<file path="src/rtl/lvl_irq_pkg.sv">
package lvl_irq_pkg;
  localparam int NUM_LVL   = 4;
  localparam int DEVS      = 4;
  localparam int FIRST_LVL = 3;
  localparam int ADDR_W    = 12;
  localparam int DATA_W    = 8;
  localparam int PRIO_W    = 3;
  localparam logic [3:0] PAGE_SEL = 4'h1;
  localparam logic [3:0] STAT_OFF = 4'h0;
  localparam logic [3:0] EN_OFF   = 4'h4;
endpackage

</file>
<file path="src/rtl/lvl_irq_decode.sv">
module lvl_irq_decode
  import lvl_irq_pkg::*;
#(
  parameter int A_W    = ADDR_W,
  parameter int N_LVL  = NUM_LVL,
  parameter int LVL0   = FIRST_LVL,
  localparam int IDX_W = (N_LVL > 1) ? $clog2(N_LVL) : 1
) (
  input  logic [A_W-1:0]   addr_i,
  output logic             hit_stat_o,
  output logic             hit_en_o,
  output logic [IDX_W-1:0] idx_o
);
  logic       page_hit;
  logic [4:0] slot;
  logic       slot_hit;

  assign page_hit = (addr_i[A_W-1:8] == (A_W-8)'(PAGE_SEL));
  assign slot     = {1'b0, addr_i[7:4]};
  assign slot_hit = (slot >= 5'(LVL0)) && (slot < 5'(LVL0 + N_LVL));
  assign idx_o    = IDX_W'(addr_i[7:4] - 4'(LVL0));

  assign hit_stat_o = page_hit && slot_hit && (addr_i[3:0] == STAT_OFF);
  assign hit_en_o   = page_hit && slot_hit && (addr_i[3:0] == EN_OFF);
endmodule

</file>
<file path="src/rtl/lvl_irq_level.sv">
module lvl_irq_level
  import lvl_irq_pkg::*;
#(
  parameter int N_DEV = DEVS
) (
  input  logic             clk_i,
  input  logic             rst_ni,
  input  logic             wr_i,
  input  logic             set_i,
  input  logic [N_DEV-1:0] mask_i,
  input  logic [N_DEV-1:0] req_i,
  output logic [N_DEV-1:0] en_o,
  output logic [N_DEV-1:0] pend_o,
  output logic             irq_o
);
  logic [N_DEV-1:0] en_q;

  always_ff @(posedge clk_i or negedge rst_ni) begin
    if (!rst_ni) begin
      en_q <= '0;
    end else if (wr_i) begin
      if (set_i) en_q <= en_q | mask_i;
      else       en_q <= en_q & ~mask_i;
    end
  end

  assign en_o   = en_q;
  assign pend_o = req_i & en_q;
  assign irq_o  = |pend_o;
endmodule

</file>
<file path="src/rtl/lvl_irq_prio.sv">
module lvl_irq_prio
  import lvl_irq_pkg::*;
#(
  parameter int N_LVL = NUM_LVL,
  parameter int LVL0  = FIRST_LVL,
  parameter int P_W   = PRIO_W
) (
  input  logic [N_LVL-1:0] irq_i,
  output logic [P_W-1:0]   prio_o
);
  // upward scan: last hit is the highest level
  always_comb begin
    prio_o = '0;
    for (int i = 0; i < N_LVL; i++) begin
      if (irq_i[i]) prio_o = P_W'(LVL0 + i);
    end
  end
endmodule

</file>
<file path="src/rtl/lvl_irq_ctrl.sv">
module lvl_irq_ctrl
  import lvl_irq_pkg::*;
#(
  parameter int N_LVL  = NUM_LVL,
  parameter int N_DEV  = DEVS,
  parameter int LVL0   = FIRST_LVL,
  parameter int A_W    = ADDR_W,
  parameter int D_W    = DATA_W,
  parameter int P_W    = PRIO_W,
  localparam int IDX_W = (N_LVL > 1) ? $clog2(N_LVL) : 1
) (
  input  logic                   clk_i,
  input  logic                   rst_ni,
  input  logic                   req_valid_i,
  input  logic                   req_write_i,
  input  logic [A_W-1:0]         req_addr_i,
  input  logic [D_W-1:0]         req_wdata_i,
  output logic [D_W-1:0]         rdata_o,
  input  logic [N_LVL*N_DEV-1:0] dev_req_i,
  output logic [N_LVL-1:0]       irq_o,
  output logic [P_W-1:0]         prio_o
);
  logic             hit_stat;
  logic             hit_en;
  logic [IDX_W-1:0] idx;
  logic [N_DEV-1:0] en_a   [N_LVL];
  logic [N_DEV-1:0] pend_a [N_LVL];
  logic [D_W-1:0]   rd_word;
  logic [D_W-1:0]   rdata_q;
  logic             wr_go;
  logic             rd_go;
  logic             unused_wbits;

  assign wr_go        = req_valid_i && req_write_i;
  assign rd_go        = req_valid_i && !req_write_i;
  assign unused_wbits = ^req_wdata_i[D_W-2:N_DEV];

  lvl_irq_decode #(
    .A_W  (A_W),
    .N_LVL(N_LVL),
    .LVL0 (LVL0)
  ) u_dec (
    .addr_i    (req_addr_i),
    .hit_stat_o(hit_stat),
    .hit_en_o  (hit_en),
    .idx_o     (idx)
  );

  for (genvar g = 0; g < N_LVL; g++) begin : g_lvl
    logic wr_here;
    assign wr_here = wr_go && hit_en && (idx == IDX_W'(g));

    lvl_irq_level #(
      .N_DEV(N_DEV)
    ) u_lvl (
      .clk_i (clk_i),
      .rst_ni(rst_ni),
      .wr_i  (wr_here),
      .set_i (req_wdata_i[D_W-1]),
      .mask_i(req_wdata_i[N_DEV-1:0]),
      .req_i (dev_req_i[g*N_DEV +: N_DEV]),
      .en_o  (en_a[g]),
      .pend_o(pend_a[g]),
      .irq_o (irq_o[g])
    );
  end

  lvl_irq_prio #(
    .N_LVL(N_LVL),
    .LVL0 (LVL0),
    .P_W  (P_W)
  ) u_prio (
    .irq_i (irq_o),
    .prio_o(prio_o)
  );

  always_comb begin
    rd_word = '0;
    if (hit_stat)    rd_word = {{(D_W-N_DEV){1'b0}}, pend_a[idx]};
    else if (hit_en) rd_word = {{(D_W-N_DEV){1'b0}}, en_a[idx]};
  end

  always_ff @(posedge clk_i or negedge rst_ni) begin
    if (!rst_ni)    rdata_q <= '0;
    else if (rd_go) rdata_q <= rd_word;
  end

  assign rdata_o = rdata_q;
endmodule

</file>
<file path="config.mk">
export PLATFORM = sky130hd
export DESIGN_NAME = lvl_irq_ctrl
export DESIGN_NICKNAME = d
export VERILOG_FILES = /design/src/rtl/lvl_irq_pkg.sv /design/src/rtl/lvl_irq_decode.sv /design/src/rtl/lvl_irq_level.sv /design/src/rtl/lvl_irq_prio.sv /design/src/rtl/lvl_irq_ctrl.sv
export SDC_FILE = /design/constraint.sdc
export NUM_CORES = 1
export LEC_CHECK = 0
export BUFFER_PORTS_ARGS = -buffer_cell sky130_fd_sc_hd__buf_2
export CAP_MARGIN = 20
export CORE_ASPECT_RATIO = 1.2
export CORE_UTILIZATION = 43
export DETAILED_ROUTE_END_ITERATION = 10
export GPL_TIMING_DRIVEN = 0
export HOLD_SLACK_MARGIN = 0.1
export PLACE_DENSITY = 0.8
export SKIP_LAST_GASP = 1
export SLEW_MARGIN = 40
export SYNTH_ARGS = -nofsm -noshare
export SYNTH_HDL_FRONTEND = slang
export SYNTH_HIERARCHICAL = 1
export SYNTH_SLANG_ARGS = --single-unit
</file>
<file path="constraint.sdc">
create_clock -name clk_i -period 1.41 [get_ports clk_i]
set_input_delay 0.141 -clock clk_i [delete_from_list [all_inputs] [get_ports clk_i]]
set_output_delay 0.141 -clock clk_i [all_outputs]
set_load 0.02 [all_outputs]
</file>
**After elaboration in Yosys (flattened, before gate mapping)**

Index checks and enable logic that the tools add are counted.

- Multiplexer cells: 16
- Bitwise operators: 14
- Add/subtract/negate cells: 1
- Equal/unequal tests: 5
- Reduce and logical (&&, ||, !) cells: 18
- $lt $le $gt $ge: 3

Operators by type and width:

| operator | number |
|---|---|
| 4-bit two-way mux | 9 |
| 4-bit AND | 8 |
| 4-bit binary-select mux with 2-bit select | 2 |
| 4-bit OR | 4 |
| 4-bit OR reduction | 4 |
| 1-bit logical AND | 11 |
| 3-bit two-way mux | 3 |
| 8-bit two-way mux | 1 |
| 2-bit equality test (second input constant) | 2 |
| 4-bit by 1-bit equality test with 1-bit output (second input constant) | 1 |
| 4-bit by 3-bit equality test with 1-bit output (second input constant) | 1 |
| 4-bit by 2-bit >= comparator with 1-bit output (second input constant) | 1 |
| 4-bit logical NOT | 1 |
| 4-bit by 3-bit < comparator with 1-bit output (second input constant) | 1 |
| 4-bit inverter | 1 |
| 3-bit >= comparator (second input constant) | 1 |
| 2-bit inverter with 3-bit output | 1 |
| 2-bit by 1-bit equality test with 1-bit output (second input constant) | 1 |
| 2-bit logical NOT | 1 |
| 2-bit two-way mux | 1 |
| 2-bit subtractor (second input constant) | 1 |
| 1-bit logical NOT | 1 |

- Input port bits: 40
- Logic and storage cells: 62
- Register bits after elaboration: 24
- Output and inout bits: 15

**Depth between registers and ports, before layout**

- Word-level depth: 7
- Depth in mapped cells: 7
- Gate-level depth less buffers: 7

**Cells and area by module**

Netlist, hierarchy kept.

Modules (own cells, without submodules):

| module | times used | cells an instance | sequential area each (um^2) | area an instance (um^2) |
|---|---|---|---|---|
| lvl_irq_level | 4 | 17 | 100.1 | 198.9 |
| lvl_irq_ctrl | 1 | 40 | 100.1 | 444.2 |
| lvl_irq_decode | 1 | 9 | 0.0 | 70.1 |
| lvl_irq_prio | 1 | 5 | 0.0 | 28.8 |

**Worst setup path before layout**

No wires, ideal clock.

- Kind: input to register
- Start point: input port req_addr_i[7]
- End point: register with a tool-made name
- Buffers on the path: 0
- Library setup time: 0.127 ns
- Setup slack: -0.546 ns
- Data required time: 1.283 ns
- Cell stages on the path: 6
- Arrival: 1.828 ns
- Path through: or4_4 > nor4_1 > nand3_1 > nor3_1 > nand2_1 > mux2_1

RTL lines:

| item | RTL line | source |
|---|---|---|
| start, declared | lvl_irq_ctrl.sv:16 | `input logic [A_W-1:0] req_addr_i,` |

==> flow_summary.yaml <==
status:
  status: "finished with violations"
  violations: "setup timing"
drt:
  drt-pass1-iter-count: 4
  num_vias: 1230
  ant_nets: 0
  drc: 0
  drt_wl_total_um: 3564
  drtIter0Drc: 30
  avgRoutedWirePerCell_um: 15.43
  vias_per_cell: 5.325
synth:
  synth_area_leaders: "dfrtp_1 (37%), mux4_2 (12%), mux2_2 (10%), and2_1 (5.6%), nand2_1 (5.6%)"
  synth_top_cell_by_area: "dfrtp_1"
  netlist_area_um2: 1339
  yosys-top-cells-count: "dfrtp_1 (20), nand2_1 (20), and2_1 (12), mux2_2 (12), mux4_2 (7)"
  postSynthCellCount: 122
  async_flop_share_pct: 100.0
  ys_seq_area_share_pct: 37.38
  synth_top_area_share_pct: 37.38
  synth_edf_count: 0
  synthFlopType: "dfrtp_1"
  synth_cell_type_count: 29
  synth_seq_cells: 20
  synth_area_per_cell_um2: 10.97
  yosys_warnings: 6
timing:
  fmax_mhz: 480.0
  worst_slack_ps: -673.4
  finalSetupViolCount: 24
  final_max_slew_viol_count: 0
  hold_viol_final: 0
  fin_crit_sh_pct: 147.8
  finClkSkew_ps: 6.486
  rsz0062_at_grt: "yes"
  period_minus_slack_ps: 2083
placed_design:
  dp_cells: 206
  gp_routability_congestion: 0.8365
  dpl_cell_area_um2: 1695
  portBuffers: 47
  dpl_worst_slack_ps: -708.2
  dp_hpwl_um: 2724
clock_tree:
  cts_tree: "done"
  cts_max_level: 1
  ctsRootBufferMaster: "clkbuf_4"
  clk_latency_ps: 300
  clkSinkCount: 20
  cts_made_buffers: 3
  cts_buffer_depth: 2
  clkTransAtPathRegs_ps: 120
grt:
  grt_pass1_vias: 1269
  grtUsageTotal_pct: 22.20
  overflow: 0
  antenna_found_initial: 0
  grt_max_degree: 21
  grt_pass1_wl_um: 5402
layout:
  postLayoutCellArea_um2: 2047
  n_antenna_cell: 0
  final_util_pct: 71.47
  stdcell_count: 231
  area_growth_syn_to_layout_pct: 52.90
  layout.nets: 239
  drive_gt1_share_pct: 68.53
  n_fill_cell: 199
worst_setup_path:
  critPathSlowestCell: "or4_4"
  slowest_delay_ps: 510
  cp.required_ps: 1270
  cp-start-kind: "flop"
  cp_data_arrival_time_ps: 1940
  critPathCaptureType: "output pin"
  r2r_slack_ps: -30
  crit_fanout: 3
  path_cells: "and2_1 -> or4_4 -> or3_4 -> buf_6"
  critical_path_class: "flop to output pin"
die:
  core.rowCount: 21
  ios: 55
  start_util_pct: 46.75
  dieArea_um2: 3342
  die_h_um: 63.13
  coreArea_um2: 2864
  die_width_um: 52.94
power:
  peakVddDrop_v: 0.0004911
  combPwrFrac_pct: 16.5
  internal_power_mw: 0.8107
  pwr-share-seq_pct: 52.8
  p_sw_share_pct: 25.43
  pwr_density_cell_nw_per_um2: 531.1
  p_leak_nw: 1.006
  p_switching_mw: 0.2765
  clkPwrFrac_pct: 30.7
job:
  maxCapViolations: 0
worst_hold_path:
  hold_path.class: "primary input to flop"
==> worst max-delay path, delay by kind of cell, from the launching register on <==
| family | cells | cell delay (ps) |
|---|---|---|
| simple gates | 3 | 1110 |
| buf+inv | 1 | 140 |
| flops | 1 | 390 |
==> power by group through the flow <==
| stage | sequential, mW | clock, mW | combinational [mW] |
|---|---|---|---|
| after floorplan | 0.586 | 0 | 0.0750 |
| after global placement | 0.585 | 0 | 0.151 |
| after CTS | 0.574 | 0.341 | 0.178 |
| after global routing | 0.575 | 0.363 | 0.196 |
| final | 0.574 | 0.334 | 0.179 |
| after detailed placement | 0.586 | 0 | 0.159 |
==> final timing paths <==
path	startpoint	cells past startpoint	to
setup reg to reg	flop	5	rdata_o[0]
hold / removal	req_wdata_i[0]	3	flop
setup / recovery	flop	4	prio_o[2]
max in group asynchronous	rst_ni	2	asynchronous set/reset pin
hold reg to reg	rdata_o[2]	2	rdata_o[2]
min in group asynchronous	rst_ni	2	asynchronous set/reset pin
==> metrics by stage <==
stage	TNS (ps)	power, mW	hold WS (ps)
after floorplan	-5856	0.6605	-154.6
after global placement	-11560	0.7366	101.5
after detailed placement	-13260	0.7442	114.1
after CTS	-6950	1.093	181.0
after global routing	-8808	1.134	174.8
final	-7360	1.087	184.8
==> metal layers <==
metal  GRT usage, %  part of all wire, %  vias to the layer above
li1               -                    -                      584
met1          25.04                   37                      598
met3          3.382                  4.7                        5
met5              0                    0                        -
met2          41.14                   57                       43
met4          6.579                  1.4                        0
==> logic make-up (layout without fill, tap and decap cells) <==
group                      count (synthesis)  after routing  share of synthesized area [%]
and+or+nand+nor                           56             56                          24.58
muxes                                     24             24                          27.20
DFF                                       20             20                          37.38
AOI/OAI and AO/OA                         10             10                          4.673
buffers and inverters                      9             81                          4.299
adders and majority gates                  1              1                         0.9344
other                                      1              4                         0.2801
xor gates and xnor gates                   1              1                         0.6543
==> layout make-up <==
class	instances	area (um2)	area share, %
multi-input combinational	96	953.4	46.58
sequential	20	500.5	24.45
timing repair buffer	68	456.7	22.31
buffer	6	46.29	2.262
tap	34	42.54	2.078
clock buffer	4	36.28	1.773
inverter	3	11.26	0.5501
==> timing repair <==
item                       4_1_cts  5_1_grt
resized for setup               34        9
pin swaps                       20       22
hold endpoints to repair        20        0
setup buffers                   18        6
hold buffers                     1        0
setup endpoints to repair       27       27
==> layout by cell type, fill, tap and decap left out, types with 2 or more instances in the layout <==
master / count
buf_2: 40
buf_4: 21
dfrtp_1: 20
nand2_1: 18
buf_6: 12
and2_4: 12
mux2_2: 12
mux4_2: 8
or4_4: 5
a22oi_2: 4
o21ai_1: 4
conb_1: 4
and2_1: 4
inv_1: 3
clkbuf_4: 3
nor3_4: 2
nor2_4: 2
nand2b_1: 2
mux2_4: 2
nand2_2: 2
mux2_1: 2
nor4_4: 2
Power figures use the tool's default switching activity.
